[src/rtl/cer_pkg.sv]
package cer_pkg;
  typedef enum logic [2:0] {
    ST_IDLE,
    ST_SETUP,
    ST_PULSE,
    ST_HOLD,
    ST_VERIFY,
    ST_COMPARE
  } cer_state_e;

  localparam logic [7:0] ERASED_BYTE = 8'hFF;
endpackage

[src/rtl/cer_timer.sv]
module cer_timer #(
  parameter int W = 8
) (
  input  logic         clk,
  input  logic         rst_n,
  input  logic         load,
  input  logic [W-1:0] load_val,
  output logic         expired
);
  logic [W-1:0] cnt;

  always_ff @(posedge clk or negedge rst_n) begin
    if (!rst_n)          cnt <= '0;
    else if (load)       cnt <= load_val;
    else if (cnt != '0)  cnt <= cnt - 1'b1;
  end

  assign expired = (cnt == '0);
endmodule

[src/rtl/cer_scan.sv]
module cer_scan #(
  parameter int AW = 4
) (
  input  logic          clk,
  input  logic          rst_n,
  input  logic          clr,
  input  logic          adv,
  output logic [AW-1:0] addr,
  output logic          last
);
  always_ff @(posedge clk or negedge rst_n) begin
    if (!rst_n)    addr <= '0;
    else if (clr)  addr <= '0;
    else if (adv)  addr <= addr + 1'b1;
  end

  assign last = &addr;
endmodule

[src/rtl/chip_erase_seq.sv]
module chip_erase_seq #(
  parameter int ADDR_W     = 18,
  parameter int SETUP_CYC  = 2,
  parameter int PULSE_CYC  = 100000,
  parameter int HOLD_CYC   = 2,
  parameter int READ_CYC   = 1,
  parameter int MAX_PULSES = 20,
  localparam int CW = $clog2(MAX_PULSES + 1)
) (
  input  logic              clk,
  input  logic              rst_n,
  input  logic              start,
  output logic              busy,
  output logic              done,
  output logic              pass,
  output logic [CW-1:0]     pulse_count,
  output logic [ADDR_W-1:0] fail_addr,
  output logic              dev_ce_n,
  output logic              dev_oe_n,
  output logic              dev_strb_n,
  output logic [ADDR_W-1:0] dev_addr,
  input  logic [7:0]        dev_data,
  output logic              vpp_erase_sel,
  output logic              a9_hv_sel
);
  import cer_pkg::*;

  localparam int M1   = (SETUP_CYC > HOLD_CYC) ? SETUP_CYC : HOLD_CYC;
  localparam int M2   = (M1 > READ_CYC) ? M1 : READ_CYC;
  localparam int MAXC = (M2 > PULSE_CYC) ? M2 : PULSE_CYC;
  localparam int TW   = $clog2(MAXC + 1);

  localparam logic [TW-1:0] LD_SETUP = TW'(SETUP_CYC - 1);
  localparam logic [TW-1:0] LD_PULSE = TW'(PULSE_CYC - 1);
  localparam logic [TW-1:0] LD_HOLD  = TW'(HOLD_CYC - 1);
  localparam logic [TW-1:0] LD_READ  = TW'(READ_CYC - 1);
  localparam logic [CW-1:0] BUDGET   = CW'(MAX_PULSES);

  cer_state_e st, st_n;
  logic          t_load, t_exp;
  logic [TW-1:0] t_val;
  logic          s_clr, s_adv, s_last;
  logic [ADDR_W-1:0] s_addr;
  logic          fin, fin_ok, bump, accept;
  logic          byte_bad, scanning;

  cer_timer #(.W(TW)) u_timer (
    .clk(clk), .rst_n(rst_n), .load(t_load), .load_val(t_val), .expired(t_exp)
  );

  cer_scan #(.AW(ADDR_W)) u_scan (
    .clk(clk), .rst_n(rst_n), .clr(s_clr), .adv(s_adv), .addr(s_addr), .last(s_last)
  );

  assign byte_bad = (dev_data != ERASED_BYTE);
  assign scanning = (st == ST_VERIFY) || (st == ST_COMPARE);

  always_comb begin
    st_n   = st;
    t_load = 1'b0;
    t_val  = '0;
    s_clr  = 1'b0;
    s_adv  = 1'b0;
    fin    = 1'b0;
    fin_ok = 1'b0;
    bump   = 1'b0;
    accept = 1'b0;
    unique case (st)
      ST_IDLE: if (start) begin
        accept = 1'b1;
        st_n   = ST_SETUP;
        t_load = 1'b1;
        t_val  = LD_SETUP;
      end
      ST_SETUP: if (t_exp) begin
        st_n   = ST_PULSE;
        t_load = 1'b1;
        t_val  = LD_PULSE;
        bump   = 1'b1;
      end
      ST_PULSE: if (t_exp) begin
        st_n   = ST_HOLD;
        t_load = 1'b1;
        t_val  = LD_HOLD;
      end
      ST_HOLD: if (t_exp) begin
        st_n   = ST_VERIFY;
        t_load = 1'b1;
        t_val  = LD_READ;
        s_clr  = 1'b1;
      end
      ST_VERIFY, ST_COMPARE: if (t_exp) begin
        if (byte_bad) begin
          if ((st == ST_VERIFY) && (pulse_count < BUDGET)) begin
            st_n   = ST_SETUP;
            t_load = 1'b1;
            t_val  = LD_SETUP;
          end else begin
            st_n = ST_IDLE;
            fin  = 1'b1;
          end
        end else if (s_last) begin
          if (st == ST_VERIFY) begin
            st_n   = ST_COMPARE;
            t_load = 1'b1;
            t_val  = LD_READ;
            s_clr  = 1'b1;
          end else begin
            st_n   = ST_IDLE;
            fin    = 1'b1;
            fin_ok = 1'b1;
          end
        end else begin
          s_adv  = 1'b1;
          t_load = 1'b1;
          t_val  = LD_READ;
        end
      end
      default: st_n = ST_IDLE;
    endcase
  end

  always_ff @(posedge clk or negedge rst_n) begin
    if (!rst_n) begin
      st          <= ST_IDLE;
      pulse_count <= '0;
      done        <= 1'b0;
      pass        <= 1'b0;
      fail_addr   <= '0;
    end else begin
      st   <= st_n;
      done <= fin;
      if (accept) begin
        pulse_count <= '0;
        pass        <= 1'b0;
        fail_addr   <= '0;
      end else begin
        if (bump) pulse_count <= pulse_count + 1'b1;
        if (fin) begin
          pass <= fin_ok;
          if (!fin_ok) fail_addr <= s_addr;
        end
      end
    end
  end

  assign busy          = (st != ST_IDLE);
  assign dev_ce_n      = (st == ST_IDLE);
  assign dev_oe_n      = !scanning;
  assign dev_strb_n    = (st != ST_PULSE);
  assign dev_addr      = scanning ? s_addr : '0;
  assign a9_hv_sel     = (st == ST_SETUP) || (st == ST_PULSE) || (st == ST_HOLD);
  assign vpp_erase_sel = busy && (st != ST_COMPARE);
endmodule

[config.mk]
export PLATFORM = sky130hd
export DESIGN_NAME = chip_erase_seq
export DESIGN_NICKNAME = d
export VERILOG_FILES = /design/src/rtl/cer_pkg.sv /design/src/rtl/cer_timer.sv /design/src/rtl/cer_scan.sv /design/src/rtl/chip_erase_seq.sv
export SDC_FILE = /design/constraint.sdc
export NUM_CORES = 1
export LEC_CHECK = 0
export BUFFER_PORTS_ARGS = -buffer_cell sky130_fd_sc_hd__buf_4
export CAP_MARGIN = 10
export CELL_PAD_IN_SITES_DETAIL_PLACEMENT = 0
export CELL_PAD_IN_SITES_GLOBAL_PLACEMENT = 2
export CORE_MARGIN = 8
export CORE_UTILIZATION = 34
export CTS_CLUSTER_SIZE = 24
export DETAILED_ROUTE_END_ITERATION = 10
export PLACE_DENSITY = 0.83
export SLEW_MARGIN = 10
export SYNTH_ARGS = -nofsm -noshare
export SYNTH_HDL_FRONTEND = slang
export SYNTH_SLANG_ARGS = --single-unit
[constraint.sdc]
create_clock -name clk -period 2.9 [get_ports clk]
set_input_delay 0.29 -clock clk [delete_from_list [all_inputs] [get_ports clk]]
set_output_delay 0.29 -clock clk [all_outputs]
set_load 0.005 [all_outputs]
# Yosys cells after proc, flatten, opt, wreduce, memory -nomap -nowiden
# Cells that the tools add are included.
word_totals:
  reg_bits: 63
  inputBits: 11
  elab_cells: 101
  output_inout_bits: 49
classes:
  n_reduce_logical: 19
  n_mux: 56
  add_sub_neg: 3
  n_eq_ne: 15
  order_cmp: 1
op_table:
  columns: ["operator", "count"]
  rows:
  - ["18-bit 2-to-1 mux", 6]
  - ["17-bit 2-to-1 mux", 5]
  - ["17-bit one-hot mux with 4 select lines", 1]
  - ["1-bit 2-to-1 mux", 31]
  - ["3-bit 2-to-1 mux", 8]
  - ["18-bit by 1-bit adder with 18-bit output, second input constant", 1]
  - ["18-bit AND reduction", 1]
  - ["17-bit zero test", 1]
  - ["17-bit nonzero test", 1]
  - ["17-bit by 1-bit subtractor with 17-bit output, second input constant", 1]
  - ["3-bit one-hot mux with 5 select lines", 1]
  - ["5-bit 2-to-1 mux", 2]
  - ["2-bit inequality test, second input constant", 5]
  - ["8-bit inequality test, second input constant", 1]
  - ["2-bit nonzero test", 4]
  - ["3-bit by 2-bit equality test with 1-bit output, second input constant", 2]
  - ["3-bit equality test, second input constant", 2]
  - ["3-bit inequality test, second input constant", 2]
  - ["6-bit AND reduction", 1]
  - ["5-bit by 1-bit adder with 5-bit output, second input constant", 1]
  - ["5-bit < comparator, second input constant", 1]
  - ["3-bit by 1-bit equality test with 1-bit output, second input constant", 1]
  - ["3-bit zero test", 1]
  - ["1-bit logical OR", 3]
  - ["other kinds (10)", 11]

# Logic depth before layout (Yosys ltp)
# Gate-level depths: netlist (run 1).
depth:
  word_depth: 9
  mapped_depth: 10
  ltp_nobuf: 8

# Hierarchy
# A second synthesis (run 1) with hierarchy kept.
hier_totals:
  cells_unflattened: 378
  hier_area_um2: 3545.9
by_module_without_submodules:
  columns: ["module", "seq_area_each_um2", "n_inst", "cells_each", "area_per_inst_um2"]
  rows:
  - ["chip_erase_seq", 700.7, 1, 177, 1589.0]
  - ["cer_timer", 425.4, 1, 109, 1033.5]
  - ["cer_scan", 450.4, 1, 92, 923.4]

# Least setup slack after synthesis (run 1)
# No wires, ideal clock.
synth_timing:
  kind: "register to register"
  start: "register u_timer.cnt[0]"
  end: "register fail_addr[0]"
  setup_ps: 126
  t_required_ps: 2774
  stages_incl_launch_ff: 9
  setup_slack_ps: 386
  arrival_ps: 2388
  period_less_slack_ps: 2514
  n_path_buf: 1
  cell_sequence: "dfrtp_1 -> inv_1 -> ha_1 -> or3b_2 -> nor4_4 -> nand3_2 -> a2111oi_4 -> buf_6 -> o21ai_0"
synth_via:
  elab_chain_len: 5
  elab_cells_between_ends: 8
  classes_between: "eq/ne (1); mux (4); reduce/logical (3)"
synth_lines:
  columns: ["item", "line", "source"]
  rows:
  - ["start, declared", "cer_timer.sv:10", "logic [W-1:0] cnt;"]
  - ["start signal, assigned", "cer_timer.sv:14", "else if (load) cnt <= load_val;"]
  - ["start signal, assigned", "cer_timer.sv:15", "else if (cnt != '0) cnt <= cnt - 1'b1;"]
  - ["17-bit zero test (*)", "cer_timer.sv:18", "assign expired = (cnt == '0);"]
  - ["1-bit 2-to-1 mux", "chip_erase_seq.sv:92", "ST_VERIFY, ST_COMPARE: if (t_exp) begin"]
  - ["1-bit 2-to-1 mux", "chip_erase_seq.sv:68", "unique case (st)"]
  - ["2-bit by 1-bit inequality test with 1-bit output (no line) / 2-bit nonzero test (equally long branches)", null, null]
  - ["2-bit AND reduction (no line) (*)", null, null]
  - ["end signal, assigned", "chip_erase_seq.sv:141", "if (!fin_ok) fail_addr <= s_addr;"]
  - ["end, declared", "chip_erase_seq.sv:17", "output logic [ADDR_W-1:0] fail_addr,"]
# Mark *: on every way between the ends. The rest lies on a longest branch, timed or not.
# A chain may end at the register's enable or synchronous reset.

# Worst setup path after layout (run 1)
layout_timing:
  start: "register u_timer.cnt[0]"
  end: "register u_scan.addr[17]"
layout_via:
  elab_chain_len: 4
  elab_cells_between_ends: 8
  classes_between: "mux (6); reduce/logical (2)"
layout_lines:
  columns: ["item", "line", "source"]
  rows:
  - ["17-bit zero test (*)", "cer_timer.sv:18", null]
  - ["1-bit 2-to-1 mux (on tied branches)", "chip_erase_seq.sv:92, chip_erase_seq.sv:86", null]
  - ["1-bit one-hot mux with 2 select lines / 1-bit 2-to-1 mux (equally long branches)", "chip_erase_seq.sv:68", null]
  - ["18-bit 2-to-1 mux / 2-bit nonzero test (equally long branches)", null, null]
  - ["end signal, assigned", "cer_scan.sv:14", "else if (adv) addr <= addr + 1'b1;"]
  - ["end, declared", "cer_scan.sv:8", "output logic [AW-1:0] addr,"]
# Marks and branches as above.

==> key figures, run 1 <==
Run status
  • Outcome: finished, final reports clean

Place
  • Number of port buffers: 59
  • Placer congestion estimate: approximately 0.77
  • Post-DP HPWL: ~6000 um
  • Post-DP Area: 3940 um2

Route
  • Total Wirelength: ~8600 um
  • WL per Instance: about 15 um
  • Pre-antenna DRT Iters: 6
  • Drc violations: 0
  • Post-route ant nets: 0
  • DRT iter0 DRCs: 125
  • DR vias/cell: ~5
  • Via count: 2820

Clock tree
  • TritonCTS buffer count: 9
  • Htree depth: 3
  • CTS tree: built
  • Root Buffer: clkbuf_8
  • Longest Clk Path Bufs: 2
  • CTS clk-pin slew, worst paths: 0.07 ns
  • Worst-Skew Late Latency: about 0.33 ns
  • Number of setup buffers added after CTS: 0
  • CTS Sinks: 63

Global routing
  • Antenna violations before repair: 0
  • First-pass GRT wire length: ~15000 um
  • Total track usage: 0.138
  • GR met2 Demand/Resource: 0.204
  • Met3 Use GR: 0.0373
  • Vias in the first global route: about 2800
  • GR Overflow Total: 0
  • GR Util met1: 0.192
  • Global route hottest layer: met2
  • Largest net degree at the start of global routing: 64

Logic synthesis
  • Mapped Area: about 3300 um2
  • Seq cells post-synth: 63
  • Count of cell types in the netlist: 45
  • Yosys warns: 0
  • Synth top cells by count: dfrtp_1 (63), nand2_1 (55), o21ai_0 (39)
  • Leading area contributor after synthesis: dfrtp_1
  • Area contributors post-synth: dfrtp_1 (47%), nand2_1 (6.2%), o21ai_0 (5.9%), a21oi_1 (3.8%), and2_1 (3.8%)
  • EDFF count, synth: 0
  • Synth Area per Inst: ~9.0 um2
  • Most common cell in the netlist: dfrtp_1
  • Post-synth ARST share: 1.00
  • Synthesized Nets: about 380
  • Synth top area share: 0.474
  • Ys flop type: dfrtp_1
  • Gate Count Post-Synth: 369
  • Sequential fraction of the synthesis area: 0.474

STA
  • Top achievable clock speed: roughly 370 MHz
  • Final hold viol count: 0
  • Setup TNS Final: 0 ns
  • RSZ-0062 raised after global routing: yes
  • Final setup viols: 0
  • Tmin final: roughly 2.7 ns
  • Least-Margin Pin Slew: 0.824 ns
  • Fin. max-slew vios: 0
  • Max-slew headroom: 0.450
  • Post-route clock period utilization: 0.927
  • Worst Skew: ~0.0089 ns

Power
  • Worst vdd ir: roughly 210 uV
  • Power Density: 406 nW/um2
  • P_leak: 1.74 nW

Setup path
  • Worst path top cell family by delay: simple AND/OR/NAND/NOR gates
  • CP Class: reg -> reg
  • CP cell instances: inv_1 -> ha_1 -> or3b_2 -> nor4_4 -> and3_4 -> o2111ai_2 -> or3_1 -> a21oi_1
  • CP peak stage delay: 0.53 ns
  • Worst setup EP type: flip-flop
  • WP data arrival: ~2.9 ns
  • Crit start category: flip-flop
  • Critical Path RT: 3.16 ns
  • Crit-path max FO: 15
  • CP max stage cell: or3b_2
  • CP bufs+invs: 1

Flow run
  • # Max-Cap Violations: 0

Floorplanning
  • Chip Width: 115 um
  • Row count: 36
  • IO Count: 60
  • Starting Density: 0.345
  • Core area: 9640 um2
  • Die Height: around 110 um
  • Die area: between 10000 and 15000 um2

Finish
  • Synth-to-Final Area Change: 24.4%
  • Share of post-route cells with drive strength above 1: 0.217
  • Final core occ: 0.429
  • Finished Cell Area: between 4000 and 5000 um2
  • Antenna cell count: 0
  • Fin nets: approximately 450

Hold path
  • Hold Path Class: in -> async
[flip-flops by register name, indices dropped and copies added (netlist names)]
name and cells:
done 1, fail_addr 18, pass 1, pulse_count 5, st 3, u_scan.addr 18, u_timer.cnt 17
[cell families after synthesis]
family	after synthesis	synth area share
simple gates	172	0.269
compound gates	89	0.161
flops	63	0.474
buf+inv	24	0.0372
xor+xnor	17	0.0447
fa+ha+maj	3	0.0113
mux	1	0.00301
[what timing repair did]
action / 4_1_cts / 5_1_grt
setup endpoints to repair: 0 / 17
gates resized for setup: 0 / 4
hold buffers: 0 / 0
endpoints found under the hold margin: 0 / 0
[power breakdown]
| part | switching (mW) | internal (mW) | leakage [nW] | total (mW) |
|---|---|---|---|---|
| logic | 0.0211 | 0.00903 | 0.855 | 0.0301 |
| registers | 0 | 0.878 | 0.777 | 0.878 |
| clock network | 0.336 | 0.435 | 0.105 | 0.771 |
[layer usage]
metal  vias to the layer above  share of wire
met5                         -              0
met4                         0         0.0094
met3                         6          0.047
met2                        56           0.43
met1                      1335           0.51
li1                       1423              -
[path summary, 6_finish.rpt]
check / start / slack [ns] / end / cells after the start
max: u_timer.cnt[0] / 0.21 / u_scan.addr[17] / 8
min: rst_n / 0.06 / fail_addr[13] / 1
max reg2reg: u_timer.cnt[0] / 0.21 / u_scan.addr[17] / 8
min reg2reg: pass / 0.50 / pass / 1
max in group asynchronous: rst_n / 2.31 / fail_addr[3] / 1
min in group clk: start / 0.48 / u_timer.cnt[0] / 4
[stage by stage]
| stage | setup WS [ns] | instances | power, mW | hold slack (ns) |
|---|---|---|---|---|
| 2_1_floorplan | 0.386 | 369 | 0.897 | -0.00559 |
| 3_3_place_gp | 0.272 | 555 | 0.927 | 0.444 |
| 3_5_place_dp | 0.191 | 555 | 0.927 | 0.457 |
| 4_1_cts | 0.175 | 570 | 1.71 | 0.0828 |
| 5_1_grt | -0.0706 | 570 | 1.76 | 0.108 |
| 6_report | 0.211 | 570 | 1.68 | 0.0557 |
[cell usage in the layout, fill, tap and decap left out, types with 9 or more instances in the layout]
master,synthesis,layout
buf_4,1,69
dfrtp_1,63,63
nand2_1,55,54
o21ai_0,39,38
nor2_1,31,31
a21oi_1,25,25
and2_1,20,20
or3_1,16,16
clkbuf_8,0,11
xnor2_1,10,10
nand3_1,9,9
[worst register-to-register path, stage by stage, from the launching register on]
cell,delay (ns)
dfrtp_1,0.39
inv_1,0.09
ha_1,0.18
or3b_2,0.53
nor4_4,0.28
and3_4,0.28
o2111ai_2,0.29
or3_1,0.45
a21oi_1,0.14
[area by class of cell]
class                           count  area (um2)
Clock inverter                      4        45.0
Fill cell                         993        5500
Clock buffer                       11         151
Tap cell                          133         166
Inverter                            7        26.3
Multi-Input combinational cell    282        1640
Timing Repair Buffer               70         538
Sequential cell                    63        1580
Note: power is estimated with default switching activity, not from simulation.
==> run 2, diff against run 1 <==
--- a/config.mk
+++ b/config.mk
@@ -14,6 +14,7 @@
 export CTS_CLUSTER_SIZE = 24
 export DETAILED_ROUTE_END_ITERATION = 10
 export PLACE_DENSITY = 0.83
+export RECOVER_POWER = 100
 export SLEW_MARGIN = 10
 export SYNTH_ARGS = -nofsm -noshare
 export SYNTH_HDL_FRONTEND = slang
==> run 2 against run 1 <==
The run now ends with max-capacitance violations, max-slew violations left. First-iteration DRC count shrank 1.6%. Final cell count unchanged. Combinational power decreased by 2%. Critical path depth did not move. Largest power group unchanged.
==> key figures, run 2 (same netlist as run 1, synthesis figures left out) <==
Floorplanning
  • Chip Width: 115 um
  • Row count: 36
  • Starting Density: 0.345
  • Die Height: between 100 and 150 um
  • IO Count: 60
  • Core area: 9640 um2
  • Die area: 13200 um2

Place
  • Number of port buffers: 59
  • Post-DP Area: 3940 um2
  • Post-DP HPWL: 6020 um
  • Placer congestion estimate: about 0.77

Setup path
  • Worst setup EP type: flip-flop
  • Flop2flop setup slack: between 0.2 and 0.25 ns
  • Total stage count of the critical path: 8
  • Crit-path max FO: 15
  • Critical Path RT: 3.15 ns
  • WP data arrival: 2.94 ns
  • CP max stage cell: or3b_2
  • Worst path top cell family by delay: simple AND/OR/NAND/NOR gates
  • R2R depth: 8
  • FF-to-FF End: u_scan.addr[17]
  • Crit start category: flip-flop
  • CP peak stage delay: about 0.53 ns
  • CP Class: reg -> reg
  • CP cell instances: inv_1 -> ha_1 -> or3b_2 -> nor4_4 -> and3_4 -> o2111ai_2 -> or3_1 -> a21oi_1
  • CP bufs+invs: 1
  • Worst R2R Start: u_timer.cnt[0]

Finish
  • Biggest regs: fail_addr (18), u_scan.addr (18), u_timer.cnt (17)
  • Fillers: 996
  • Commonest non-fill, non-tap cell in the layout: dfrtp_1
  • Antenna cell count: 0
  • Finished Cell Area: ~4100 um2
  • Synth-to-Final Area Change: 23.4%
  • Final core occ: 0.426
  • Fin nets: roughly 450
  • Commonest non-fill, non-tap cells in the layout: dfrtp_1 (63), nand2_1 (54), o21ai_0 (38)
  • Share of post-route cells with drive strength above 1: 0.199

STA
  • RSZ-0062 raised after global routing: yes
  • Post-route clock period utilization: 0.928
  • Min Hold Slack: approximately 0.37 ns
  • Max-slew headroom: -0.0737
  • Worst Skew: roughly 0.0086 ns
  • Final setup viols: 0
  • Top achievable clock speed: 372 MHz
  • Fin. max-slew vios: 64
  • Tmin final: ~2.7 ns
  • Least-Margin Pin Slew: between 1.5 and 2 ns
  • Setup TNS Final: 0 ns
  • Final hold viol count: 0

Clock tree
  • Worst-Skew Late Latency: roughly 0.33 ns
  • Longest Clk Path Bufs: 2
  • TritonCTS buffer count: 9
  • CTS clk-pin slew, worst paths: ~0.070 ns
  • CTS tree: built
  • Hold_buf cts: 0
  • CTS Sinks: 63
  • Root Buffer: clkbuf_8
  • Htree depth: 3

Global routing
  • Antenna violations before repair: 0
  • Total track usage: 0.138
  • Largest net degree at the start of global routing: 64
  • First-pass GRT wire length: 14700 um
  • Vias in the first global route: 2811
  • GR Overflow Total: 0

Route
  • WL per Instance: around 15 um
  • DRT iter0 DRCs: ~120
  • Via count: approximately 2800
  • Drc violations: 0
  • Total Wirelength: around 8600 um
  • Post-route ant nets: 0
  • DR vias/cell: around 5
  • Pre-antenna DRT Iters: 5

Power
  • Power Density: 409 nW/um2
  • P_leak: between 1.5 and 2 nW
  • Overall Power: between 1.5 and 2 mW
  • Worst vdd ir: around 210 uV

Hold path
  • Hold Path Class: in -> async

Run status
  • Failing checks: max-capacitance violations, max-slew violations
  • Outcome: finished, violations left

Flow run
  • # Max-Cap Violations: 1
## run 2: layer usage
layer / GRT usage / share of wire / vias up / wire, um
met5: 0 / 0 / - / 0
met4: 0.0420 / 0.0094 / 0 / 81
met3: 0.0373 / 0.048 / 6 / 414
li1: - / - / 1425 / -
met1: 0.192 / 0.50 / 1328 / 4320
met2: 0.204 / 0.44 / 59 / 3780
## run 2: how the worst max path moves through the flow
stage / from / to
floorplan: u_timer.cnt[0] / fail_addr[0]
global placement: u_timer.cnt[0] / u_scan.addr[17]
global route: u_timer.cnt[0] / u_scan.addr[11]
finish: u_timer.cnt[0] / u_scan.addr[17]
CTS: u_timer.cnt[0] / u_scan.addr[14]
detailed placement: u_timer.cnt[0] / u_scan.addr[9]
## run 2: area by class of cell
class / instances / area, um2 / share of cell area
multi-input combinational: 282 / 1640 / 0.398
sequential: 63 / 1580 / 0.384
timing repair buffer: 70 / 505 / 0.123
tap: 133 / 166 / 0.0405
clock buffer: 11 / 151 / 0.0369
clock inverter: 4 / 45.0 / 0.0110
inverter: 7 / 26.3 / 0.00640
## run 2: what timing repair did
item / in CTS / in global routing
endpoints found under the setup margin: 0 / 17
gates resized for setup: 0 / 4
buffers inserted: 0 / 0
## run 2: stage by stage
stage | cells | setup slack (ns)
3_3_place_gp | 555 | 0.272
4_1_cts | 570 | 0.175
6_report | 570 | 0.210
3_5_place_dp | 555 | 0.191
5_1_grt | 570 | -0.0706
2_1_floorplan | 369 | 0.386
## run 2: where the power goes
group          total (mW)  internal [mW]  leakage [nW]  switching (mW)
combinational      0.0296        0.00861         0.799          0.0210
clock               0.770          0.435         0.105           0.335
sequential          0.878          0.878         0.777               0
total                1.68           1.32          1.68           0.356
